===== src/rtl/flash_cmd_pkg.sv =====
package flash_cmd_pkg;

    localparam logic [7:0] CODE_UNLOCK_A  = 8'hAA;
    localparam logic [7:0] CODE_UNLOCK_B  = 8'h55;
    localparam logic [7:0] CODE_PROGRAM   = 8'hA0;
    localparam logic [7:0] CODE_ERASE     = 8'h80;
    localparam logic [7:0] CODE_ID_ENTER  = 8'h90;
    localparam logic [7:0] CODE_ID_EXIT   = 8'hF0;
    localparam logic [7:0] CODE_CHIP      = 8'h10;
    localparam logic [7:0] CODE_SECTOR    = 8'h30;
    localparam logic [7:0] CODE_BLOCK     = 8'h50;

    localparam int         UNLOCK_W       = 11;
    localparam logic [UNLOCK_W-1:0] ADDR_FIRST  = 11'h555;
    localparam logic [UNLOCK_W-1:0] ADDR_SECOND = 11'h2AA;

    typedef enum logic [2:0] {
        ST_IDLE,
        ST_UNLOCK1,
        ST_UNLOCK2,
        ST_PROG_ARMED,
        ST_ERASE_SETUP,
        ST_ERASE_UNLOCK1,
        ST_ERASE_UNLOCK2
    } seq_state_t;

    typedef enum logic [2:0] {
        CMD_NONE,
        CMD_PROGRAM,
        CMD_SECTOR_ERASE,
        CMD_BLOCK_ERASE,
        CMD_CHIP_ERASE,
        CMD_ID_ENTER,
        CMD_ID_EXIT
    } cmd_t;

endpackage


===== src/rtl/bus_write_capture.sv =====
module bus_write_capture #(
    parameter int ADDR_W = 19
) (
    input  logic              clk,
    input  logic              rst_n,
    input  logic              ce_n,
    input  logic              we_n,
    input  logic              oe_n,
    input  logic [ADDR_W-1:0] addr,
    input  logic [7:0]        wdata,
    output logic              wr_stb,
    output logic [ADDR_W-1:0] wr_addr,
    output logic [7:0]        wr_data
);

    logic              act;
    logic              act_q;
    logic [ADDR_W-1:0] addr_q;
    logic [7:0]        data_q;

    assign act = !ce_n && !we_n && oe_n;

    always_ff @(posedge clk or negedge rst_n) begin
        if (!rst_n) begin
            act_q  <= 1'b0;
            addr_q <= '0;
            data_q <= '0;
        end else begin
            act_q <= act;
            if (act && !act_q) begin
                addr_q <= addr;
            end
            if (act) begin
                data_q <= wdata;
            end
        end
    end

    assign wr_stb  = act_q && !act;
    assign wr_addr = addr_q;
    assign wr_data = data_q;

    AST_ADDR_HELD: assert property (@(posedge clk) disable iff (!rst_n)
        (act_q && act) |=> $stable(addr_q));

endmodule


===== src/rtl/cmd_seq_fsm.sv =====
module cmd_seq_fsm
    import flash_cmd_pkg::*;
#(
    parameter int ADDR_W     = 19,
    parameter int SECTOR_W   = 12,
    parameter int BLOCK_W    = 16,
    parameter bit HAS_BLOCKS = 1'b1
) (
    input  logic                       clk,
    input  logic                       rst_n,
    input  logic                       busy,
    input  logic                       wr_stb,
    input  logic [ADDR_W-1:0]          wr_addr,
    input  logic [7:0]                 wr_data,
    output logic                       prog_req,
    output logic [ADDR_W-1:0]          prog_addr,
    output logic [7:0]                 prog_data,
    output logic                       sect_erase,
    output logic [ADDR_W-SECTOR_W-1:0] sect_idx,
    output logic                       blk_erase,
    output logic [ADDR_W-BLOCK_W-1:0]  blk_idx,
    output logic                       chip_erase,
    output logic                       id_enter,
    output logic                       id_exit,
    output logic                       id_mode
);

    localparam int SECT_IDX_W = ADDR_W - SECTOR_W;
    localparam int BLK_IDX_W  = ADDR_W - BLOCK_W;

    seq_state_t state, nxt_state;
    cmd_t       nxt_cmd;
    logic       blk_ok;
    logic       at_first, at_second;

    generate
        if (HAS_BLOCKS) begin : g_blocks
            assign blk_ok = 1'b1;
        end else begin : g_single_block
            assign blk_ok = 1'b0;
        end
    endgenerate

    assign at_first  = (wr_addr[UNLOCK_W-1:0] == ADDR_FIRST);
    assign at_second = (wr_addr[UNLOCK_W-1:0] == ADDR_SECOND);

    always_comb begin
        nxt_state = state;
        nxt_cmd   = CMD_NONE;
        if (wr_stb && !busy) begin
            nxt_state = ST_IDLE;
            unique case (state)
                ST_IDLE: begin
                    if (at_first && wr_data == CODE_UNLOCK_A) begin
                        nxt_state = ST_UNLOCK1;
                    end else if (wr_data == CODE_ID_EXIT) begin
                        nxt_cmd = CMD_ID_EXIT;
                    end
                end
                ST_UNLOCK1: begin
                    if (at_second && wr_data == CODE_UNLOCK_B) begin
                        nxt_state = ST_UNLOCK2;
                    end
                end
                ST_UNLOCK2: begin
                    if (at_first) begin
                        if (wr_data == CODE_PROGRAM) begin
                            nxt_state = ST_PROG_ARMED;
                        end else if (wr_data == CODE_ERASE) begin
                            nxt_state = ST_ERASE_SETUP;
                        end else if (wr_data == CODE_ID_ENTER) begin
                            nxt_cmd = CMD_ID_ENTER;
                        end else if (wr_data == CODE_ID_EXIT) begin
                            nxt_cmd = CMD_ID_EXIT;
                        end
                    end
                end
                ST_PROG_ARMED: begin
                    nxt_cmd = CMD_PROGRAM;
                end
                ST_ERASE_SETUP: begin
                    if (at_first && wr_data == CODE_UNLOCK_A) begin
                        nxt_state = ST_ERASE_UNLOCK1;
                    end
                end
                ST_ERASE_UNLOCK1: begin
                    if (at_second && wr_data == CODE_UNLOCK_B) begin
                        nxt_state = ST_ERASE_UNLOCK2;
                    end
                end
                ST_ERASE_UNLOCK2: begin
                    if (at_first && wr_data == CODE_CHIP) begin
                        nxt_cmd = CMD_CHIP_ERASE;
                    end else if (wr_data == CODE_SECTOR) begin
                        nxt_cmd = CMD_SECTOR_ERASE;
                    end else if (wr_data == CODE_BLOCK && blk_ok) begin
                        nxt_cmd = CMD_BLOCK_ERASE;
                    end
                end
                default: begin
                    nxt_state = ST_IDLE;
                end
            endcase
        end
    end

    always_ff @(posedge clk or negedge rst_n) begin
        if (!rst_n) begin
            state <= ST_IDLE;
        end else begin
            state <= nxt_state;
        end
    end

    always_ff @(posedge clk or negedge rst_n) begin
        if (!rst_n) begin
            prog_req   <= 1'b0;
            prog_addr  <= '0;
            prog_data  <= '0;
            sect_erase <= 1'b0;
            sect_idx   <= '0;
            blk_erase  <= 1'b0;
            blk_idx    <= '0;
            chip_erase <= 1'b0;
            id_enter   <= 1'b0;
            id_exit    <= 1'b0;
            id_mode    <= 1'b0;
        end else begin
            prog_req   <= (nxt_cmd == CMD_PROGRAM);
            sect_erase <= (nxt_cmd == CMD_SECTOR_ERASE);
            blk_erase  <= (nxt_cmd == CMD_BLOCK_ERASE);
            chip_erase <= (nxt_cmd == CMD_CHIP_ERASE);
            id_enter   <= (nxt_cmd == CMD_ID_ENTER);
            id_exit    <= (nxt_cmd == CMD_ID_EXIT);
            if (nxt_cmd == CMD_PROGRAM) begin
                prog_addr <= wr_addr;
                prog_data <= wr_data;
            end
            if (nxt_cmd == CMD_SECTOR_ERASE) begin
                sect_idx <= wr_addr[ADDR_W-1:ADDR_W-SECT_IDX_W];
            end
            if (nxt_cmd == CMD_BLOCK_ERASE) begin
                blk_idx <= wr_addr[ADDR_W-1:ADDR_W-BLK_IDX_W];
            end
            if (nxt_cmd == CMD_ID_ENTER) begin
                id_mode <= 1'b1;
            end else if (nxt_cmd == CMD_ID_EXIT) begin
                id_mode <= 1'b0;
            end
        end
    end

    AST_ONE_CMD: assert property (@(posedge clk) disable iff (!rst_n)
        $onehot0({prog_req, sect_erase, blk_erase, chip_erase, id_enter, id_exit}));

    AST_BUSY_IGNORED: assert property (@(posedge clk) disable iff (!rst_n)
        (busy && wr_stb) |=> (state == $past(state)) &&
            !(prog_req || sect_erase || blk_erase || chip_erase || id_enter || id_exit));

    AST_PROG_NEEDS_ARM: assert property (@(posedge clk) disable iff (!rst_n)
        prog_req |-> ($past(state) == ST_PROG_ARMED));

    AST_BLOCK_GATED: assert property (@(posedge clk) disable iff (!rst_n)
        blk_erase |-> blk_ok);

    AST_ID_ENTER_SETS: assert property (@(posedge clk) disable iff (!rst_n)
        id_enter |-> id_mode);

    AST_ID_EXIT_CLEARS: assert property (@(posedge clk) disable iff (!rst_n)
        id_exit |-> !id_mode);

endmodule


===== src/rtl/id_read_mux.sv =====
module id_read_mux #(
    parameter int         OFS_W  = 16,
    parameter logic [7:0] MFR_ID = 8'h9D,
    parameter logic [7:0] DEV_ID = 8'h3E
) (
    input  logic             id_mode,
    input  logic [OFS_W-1:0] rd_ofs,
    input  logic [7:0]       array_rdata,
    output logic [7:0]       rd_data
);

    always_comb begin
        if (!id_mode) begin
            rd_data = array_rdata;
        end else if (rd_ofs == OFS_W'(0)) begin
            rd_data = MFR_ID;
        end else if (rd_ofs == OFS_W'(1)) begin
            rd_data = DEV_ID;
        end else begin
            rd_data = 8'h00;
        end
    end

endmodule


===== src/rtl/flash_cmd_decoder.sv =====
module flash_cmd_decoder #(
    parameter int         ADDR_W     = 19,
    parameter int         SECTOR_W   = 12,
    parameter int         BLOCK_W    = 16,
    parameter bit         HAS_BLOCKS = 1'b1,
    parameter logic [7:0] MFR_ID     = 8'h9D,
    parameter logic [7:0] DEV_ID     = 8'h3E
) (
    input  logic                       clk,
    input  logic                       rst_n,
    input  logic                       ce_n,
    input  logic                       we_n,
    input  logic                       oe_n,
    input  logic                       busy,
    input  logic [ADDR_W-1:0]          addr,
    input  logic [7:0]                 wdata,
    input  logic [7:0]                 array_rdata,
    output logic [7:0]                 rd_data,
    output logic                       prog_req,
    output logic [ADDR_W-1:0]          prog_addr,
    output logic [7:0]                 prog_data,
    output logic                       sect_erase,
    output logic [ADDR_W-SECTOR_W-1:0] sect_idx,
    output logic                       blk_erase,
    output logic [ADDR_W-BLOCK_W-1:0]  blk_idx,
    output logic                       chip_erase,
    output logic                       id_enter,
    output logic                       id_exit,
    output logic                       id_mode
);

    logic              wr_stb;
    logic [ADDR_W-1:0] wr_addr;
    logic [7:0]        wr_data;

    bus_write_capture #(.ADDR_W(ADDR_W)) u_capture (
        .clk     (clk),
        .rst_n   (rst_n),
        .ce_n    (ce_n),
        .we_n    (we_n),
        .oe_n    (oe_n),
        .addr    (addr),
        .wdata   (wdata),
        .wr_stb  (wr_stb),
        .wr_addr (wr_addr),
        .wr_data (wr_data)
    );

    cmd_seq_fsm #(
        .ADDR_W     (ADDR_W),
        .SECTOR_W   (SECTOR_W),
        .BLOCK_W    (BLOCK_W),
        .HAS_BLOCKS (HAS_BLOCKS)
    ) u_fsm (
        .clk        (clk),
        .rst_n      (rst_n),
        .busy       (busy),
        .wr_stb     (wr_stb),
        .wr_addr    (wr_addr),
        .wr_data    (wr_data),
        .prog_req   (prog_req),
        .prog_addr  (prog_addr),
        .prog_data  (prog_data),
        .sect_erase (sect_erase),
        .sect_idx   (sect_idx),
        .blk_erase  (blk_erase),
        .blk_idx    (blk_idx),
        .chip_erase (chip_erase),
        .id_enter   (id_enter),
        .id_exit    (id_exit),
        .id_mode    (id_mode)
    );

    id_read_mux #(
        .OFS_W  (BLOCK_W),
        .MFR_ID (MFR_ID),
        .DEV_ID (DEV_ID)
    ) u_id_mux (
        .id_mode     (id_mode),
        .rd_ofs      (addr[BLOCK_W-1:0]),
        .array_rdata (array_rdata),
        .rd_data     (rd_data)
    );

endmodule


===== config.mk =====
export PLATFORM = sky130hd
export DESIGN_NAME = flash_cmd_decoder
export DESIGN_NICKNAME = d
export VERILOG_FILES = /design/src/rtl/flash_cmd_pkg.sv /design/src/rtl/bus_write_capture.sv /design/src/rtl/cmd_seq_fsm.sv /design/src/rtl/id_read_mux.sv /design/src/rtl/flash_cmd_decoder.sv
export SDC_FILE = /design/constraint.sdc
export NUM_CORES = 1
export LEC_CHECK = 0
export ABC_AREA = 1
export BUFFER_PORTS_ARGS = -buffer_cell sky130_fd_sc_hd__buf_2
export CAP_MARGIN = 15
export CORE_ASPECT_RATIO = 0.75
export CORE_MARGIN = 3
export CORE_UTILIZATION = 44
export CTS_CLUSTER_SIZE = 20
export DETAILED_ROUTE_END_ITERATION = 8
export MAX_ROUTING_LAYER = met4
export PLACE_DENSITY = 0.68
export SETUP_SLACK_MARGIN = 0.3
export SYNTH_ARGS = -nofsm -noshare
export SYNTH_HDL_FRONTEND = slang
export SYNTH_SLANG_ARGS = --single-unit

===== constraint.sdc =====
create_clock -name clk -period 3.5 [get_ports clk]
set_input_delay 0.525 -clock clk [delete_from_list [all_inputs] [get_ports clk]]
set_output_delay 0.525 -clock clk [all_outputs]
set_load 0.05 [all_outputs]

# Word-level counts from Yosys, hierarchy flattened
# Index checks and enable logic that the tools add are counted.
# totals
reg_bits	75
inputBits	41
word_cells	79
# classes
eq_ne	24
n_mux	24
n_reduce_logical	16
# op_table
op	n
$mux W3	14
$eq A8 B8 Y1 const B	5
$eq A3 B3 Y1 const B	6
$eq A16 B1 Y1 const B	1
$eq A8 B7 Y1 const B	2
$logic_not A16 Y1	1
$mux W8	2
$pmux W3 S5	1
$eq A3 B2 Y1 const B	4
$pmux W3 S4	1
$eq A11 B10 Y1 const B	1
$eq A11 B11 Y1 const B	1
$eq A8 B5 Y1 const B	1
$eq A8 B6 Y1 const B	1
$logic_and A1 B1 Y1	8
$eq A3 B1 Y1 const B	2
$mux W6	1
$logic_not A1 Y1	5
$mux W2	2
$logic_not A3 Y1	1
$mux W1	3
$reduce_bool A2 Y1	1

# Logic depth before layout (Yosys ltp)
# depth
word_depth	11
mapped_depth	13

# Cells and area by module
# Synthesis repeated with hierarchy kept, for this count alone.
# hier_totals
hier_cells	478
area_unflattened_um2	3831.2
# by_module_without_submodules
module	instances	cells_each	area_per_inst_um2	seq_area_each_um2
cmd_seq_fsm	1	311	2459.9	1176.1
bus_write_capture	1	122	1184.9	700.7
id_read_mux	1	45	186.4	0.0

# Worst setup path before layout
# OpenSTA, ideal clock, no wires.
# synth_timing
path_type	reg2out
startpoint	register u_fsm.id_mode
endpoint	output rd_data[0]
t_arrival_ns	1.932
t_required_ns	2.975
path_slack_ns	1.043
stages_incl_launch_ff	3
path_buffers	1
path_cell_list	dfrtp_1 clkbuf_1 o21ai_0
# synth_between
elab_chain_cells	1
# synth_lines
element	line_no	text
start: declaration	cmd_seq_fsm.sv:25	output logic id_mode
start signal: assignment	cmd_seq_fsm.sv:127	id_mode <= 1'b0;
start signal: assignment	cmd_seq_fsm.sv:146	id_mode <= 1'b1;
start signal: assignment	cmd_seq_fsm.sv:148	id_mode <= 1'b0;
$mux W8	id_read_mux.sv:13	if (!id_mode) begin
end: declaration	flash_cmd_decoder.sv:18	output logic [7:0] rd_data,
# Every way passes these cells.

# Worst setup path after layout
# layout_timing
startpoint	register u_capture.data_q[1], in the netlist u_capture.wr_data[1]
endpoint	register u_fsm.prog_addr[18]
# layout_between
elab_chain_cells	9
# layout_lines
element	line_no	text
start: declaration	bus_write_capture.sv:19	logic [7:0] data_q;
start signal: assignment	bus_write_capture.sv:34	data_q <= wdata;
$eq A8 B8 Y1	cmd_seq_fsm.sv:56, cmd_seq_fsm.sv:73	
$mux W3	cmd_seq_fsm.sv:56, cmd_seq_fsm.sv:73	
$mux W3	cmd_seq_fsm.sv:71	end else if (wr_data == CODE_ID_ENTER) begin
$mux W3	cmd_seq_fsm.sv:69	end else if (wr_data == CODE_ERASE) begin
$mux W3	cmd_seq_fsm.sv:67	if (wr_data == CODE_PROGRAM) begin
$mux W3	cmd_seq_fsm.sv:66	if (at_first) begin
$pmux W3 S4 (*)	cmd_seq_fsm.sv:52	unique case (state)
$mux W3 (*)	cmd_seq_fsm.sv:50	if (wr_stb && !busy) begin
$eq A3 B1 Y1 (*)	cmd_seq_fsm.sv:135	if (nxt_cmd == CMD_PROGRAM) begin
end signal: assignment	cmd_seq_fsm.sv:136	prog_addr <= wr_addr;
end: declaration	cmd_seq_fsm.sv:16	output logic [ADDR_W-1:0] prog_addr,
# Every way passes the cells marked *; elsewhere a longest branch is shown, timed or not.
# A chain may end at the register's enable or synchronous reset.

==> metrics.log <==
[metrics] standby leakage power: 2.46 nW
[metrics] Area growth syn-to-layout: 21.6%
[metrics] total clock sinks: 75
[metrics] total gr overflow: 0
[metrics] H-tree depth: 3
[metrics] number of flip-flops and latches in the synthesized netlist: 75
[metrics] fraction of the yosys area taken by sequential cells: 51.6%
[metrics] category of the most critical setup path: reg2reg
[metrics] gpl congestion: 0.865
[metrics] number of distinct standard cells referenced by the synthesized netlist: 29
[metrics] post-route worst setup slack: 1120 ps
[metrics] result of the run: finished clean
[metrics] count of mapped cells out of synthesis: 448
[metrics] endpoint of the most critical register-to-register path: u_fsm.prog_addr[18]$_DFFE_PN0N_
[metrics] number of buffers added to fix hold violations after cts: 0
[metrics] slew at the pin closest to its max-slew limit: 961 ps
[metrics] Hold Path Class: in2async
[metrics] vias in the first global route: 3237
[metrics] number of max-slew violations in the final report: 0
[metrics] post-detailed-route count of antenna-violating nets: 0
[metrics] via/cell ratio: 5.09
[metrics] maximum count of clock buffers along a single path: 2
[metrics] final instance count without filler cells: 651
[metrics] DRC: 0
[metrics] arrival time at the worst endpoint: 2680 ps
[metrics] ratio of cells with drive above 1 in the final layout: 25.1%
[metrics] Worst Reg-to-Reg Cells: 11
[metrics] fraction of registers with async set or reset after synthesis: 100%
[metrics] maximum cell stage delay along the critical path: 460 ps
[metrics] Die Footprint: 0.00940 mm²
[metrics] WHS: 297 ps
[metrics] largest fanout of any net on the critical path: 28
[metrics] maximum number of pins on one net before global-route repair: 76
[metrics] number of antenna repair diodes: 0
[metrics] utilization after layout: 55.6%
[metrics] worst supply voltage drop on vdd: 411 µV
[metrics] CP startpoint: u_capture.wr_data[1]$_DFFE_PN0P_
[metrics] areal power density over the cells: 502 mW/mm²
[metrics] total via count in the routed design: 3311
[metrics] insertion delay of the later-clocked pin in the worst-skew pair: 360 ps
[metrics] routed wire length: 8930 µm
[metrics] shortest clock period the worst path allows after layout: 2380 ps
[metrics] clock tree from TritonCTS: built
[metrics] worst max-slew margin expressed relative to the limit: 35.8%
[metrics] Commonest cells post-synth: nand2_1 (131), dfrtp_1 (75), nand3_1 (55), inv_1 (48), nor2_1 (35)
[metrics] critical path, cell by cell: inv_1 > nand2_1 > nor2_4 > nand2_2 > nand2_1 > nand3_1 > nand3_1 > nand2_2 > nand2_4 > nand2_1 > nand2_1
[metrics] Setup-failing EPs final: 0
[metrics] Final Cell Area: 0.00442 mm²
[metrics] Startpoint Class: flop
[metrics] setup skew after layout: 9.51 ps
[metrics] delay-heaviest family, CP: simple AND/OR/NAND/NOR gates
[metrics] synthesized net count: 489
[metrics] highest clock frequency the design can meet: 420 MHz
[metrics] area share of the largest cell type after synthesis: 51.6%
[metrics] worst reg2reg setup slack: 1120 ps
[metrics] number of buffers inserted during clock tree synthesis: 9
[metrics] initial antenna violation count: 0
[metrics] library cell occupying the most area in the post-synthesis netlist: dfrtp_1
[metrics] fin nets: 582
[metrics] synthesized cell area: 0.00364 mm²
[metrics] initial cell density of the core: 45.7%
[metrics] cell count after placement: 635
[metrics] primary flip-flop cell chosen by synthesis mapping: dfrtp_1
[metrics] Die W: 111 µm
[metrics] Clk Tree Root Cell: clkbuf_8
[metrics] clock input transition at the sequential cells of the worst setup and hold paths: 80 ps
[metrics] drt initial violations: 196
[metrics] Setup Total Neg Slack: 0 ps
[metrics] top cells by area, synth: dfrtp_1 (52%), nand2_1 (14%), nand3_1 (7.6%)
[metrics] portion of the clock cycle consumed by the worst path in the final layout: 68.0%
[metrics] endpoint kind of the worst setup timing path: flop
[metrics] placement row count: 28
[metrics] GR Util All Layers: 21.3%
[metrics] worst path required time: 3800 ps
[metrics] drt first pass iters: 5
[metrics] setup slack at placement: 1010 ps
[metrics] overall power: 2.22 mW
[metrics] Max stage delay cell, worst path: nand2_4
[metrics] cell repeated most along the worst path: nand2_1
[metrics] core footprint: 0.00795 mm²
[metrics] Placed Area: 0.00416 mm²
[metrics] warnings from Yosys: 0
[metrics] FF-to-FF Start: u_capture.wr_data[1]$_DFFE_PN0P_
[metrics] first-pass GRT wire length: 15300 µm
[metrics] total of max-cap violations: 0
[metrics] final number of hold-violating endpoints: 0
[metrics] die extent in y: 84.7 µm
[metrics] number of resized instances in the post-cts repair step: 0
[metrics] post-CTS repair timing setup buffer count: 0
[metrics] RSZ-0062 raised after global routing: no
[metrics] DP HPWL: 6510 µm
[metrics] number of port buffers: 92
[metrics] Fillers: 771
[metrics] count of flip-flops with a built-in enable after synthesis: 0
[metrics] most repeated cell in the gate-level netlist after synthesis: nand2_1
[metrics] wire length per cell after detailed routing: 13.7 µm
[metrics] buffers and inverters on the worst path: 1
[metrics] post-synthesis area per instance: 8.12 µm²
[metrics] I/O Pins: 93
worst max-delay path by stage:
stage,endpoint,slack [ps],depth (start not counted)
3_3_place_gp,u_fsm.prog_addr[5]$_DFFE_PN0N_,1170,8
5_1_grt,u_fsm.prog_addr[5]$_DFFE_PN0N_,780,11
2_1_floorplan,rd_data[0],1040,2
3_5_place_dp,u_fsm.prog_addr[18]$_DFFE_PN0N_,1010,8
6_report,u_fsm.prog_addr[18]$_DFFE_PN0N_,1120,11
4_1_cts,u_fsm.prog_addr[18]$_DFFE_PN0N_,1110,11
final cells by class:
| class | count | area (µm²) | area share [%] |
|---|---|---|---|
| Inverter | 53 | 199 | 4.50 |
| Sequential cell | 75 | 1880 | 42.4 |
| Tap cell | 105 | 131 | 2.97 |
| Clock buffer | 11 | 151 | 3.42 |
| Multi-Input combinational cell | 307 | 1470 | 33.2 |
| Timing Repair Buffer | 95 | 485 | 11.0 |
| Clock inverter | 5 | 108 | 2.43 |
cell usage in the layout (no fill, tap or decap):
cell	Yosys	routed
a21oi_1	7	7
buf_2	2	91
buf_4	2	4
bufinv_16	0	3
clkbuf_8	0	11
clkinv_1	1	1
clkinv_4	0	1
dfrtp_1	75	75
inv_1	48	48
inv_2	4	4
inv_6	0	1
mux2_2	1	1
nand2_1	131	131
nand2_2	4	4
nand2_4	3	3
nand3_1	55	55
nand3_2	2	2
nand3_4	1	1
nand4_1	16	16
nor2_1	35	35
nor2_2	4	4
nor2_4	5	5
nor3_1	1	1
nor3_4	1	1
nor3b_2	0	1
nor4_1	2	2
o211ai_1	1	1
o21ai_0	34	34
o21bai_1	2	2
o41ai_1	1	1
flip-flops by register name, summed over array words and instances (netlist names), 3 cells and up:
signal	flops
u_fsm.blk_idx	3
u_fsm.prog_data	8
u_fsm.sect_idx	7
u_capture.wr_data	8
u_fsm.state	3
u_fsm.prog_addr	19
u_capture.wr_addr	19
power breakdown:
group	total (mW)	internal [mW]	switching [mW]
Combinational	0.360	0.0970	0.263
Clock	0.842	0.516	0.326
Sequential	1.02	0.948	0.0710
Total	2.22	1.56	0.660
kinds of logic after synthesis:
kind of cell	share of synthesized area (%)
simple gates	33.5
buf+inv	8.12
flops	51.6
mux	0.310
compound gates	6.50
metal layers:
metal / part of all wire (%) / global-route usage (%) / vias up
met1: 50 / 29.3 / 1554
met4: 1.4 / 7.61 / 0
li1: - / - / 1632
met5: 0 / - / -
met2: 42 / 29.8 / 110
met3: 6.5 / 6.27 / 15
Power figures use the tool's default switching activity.
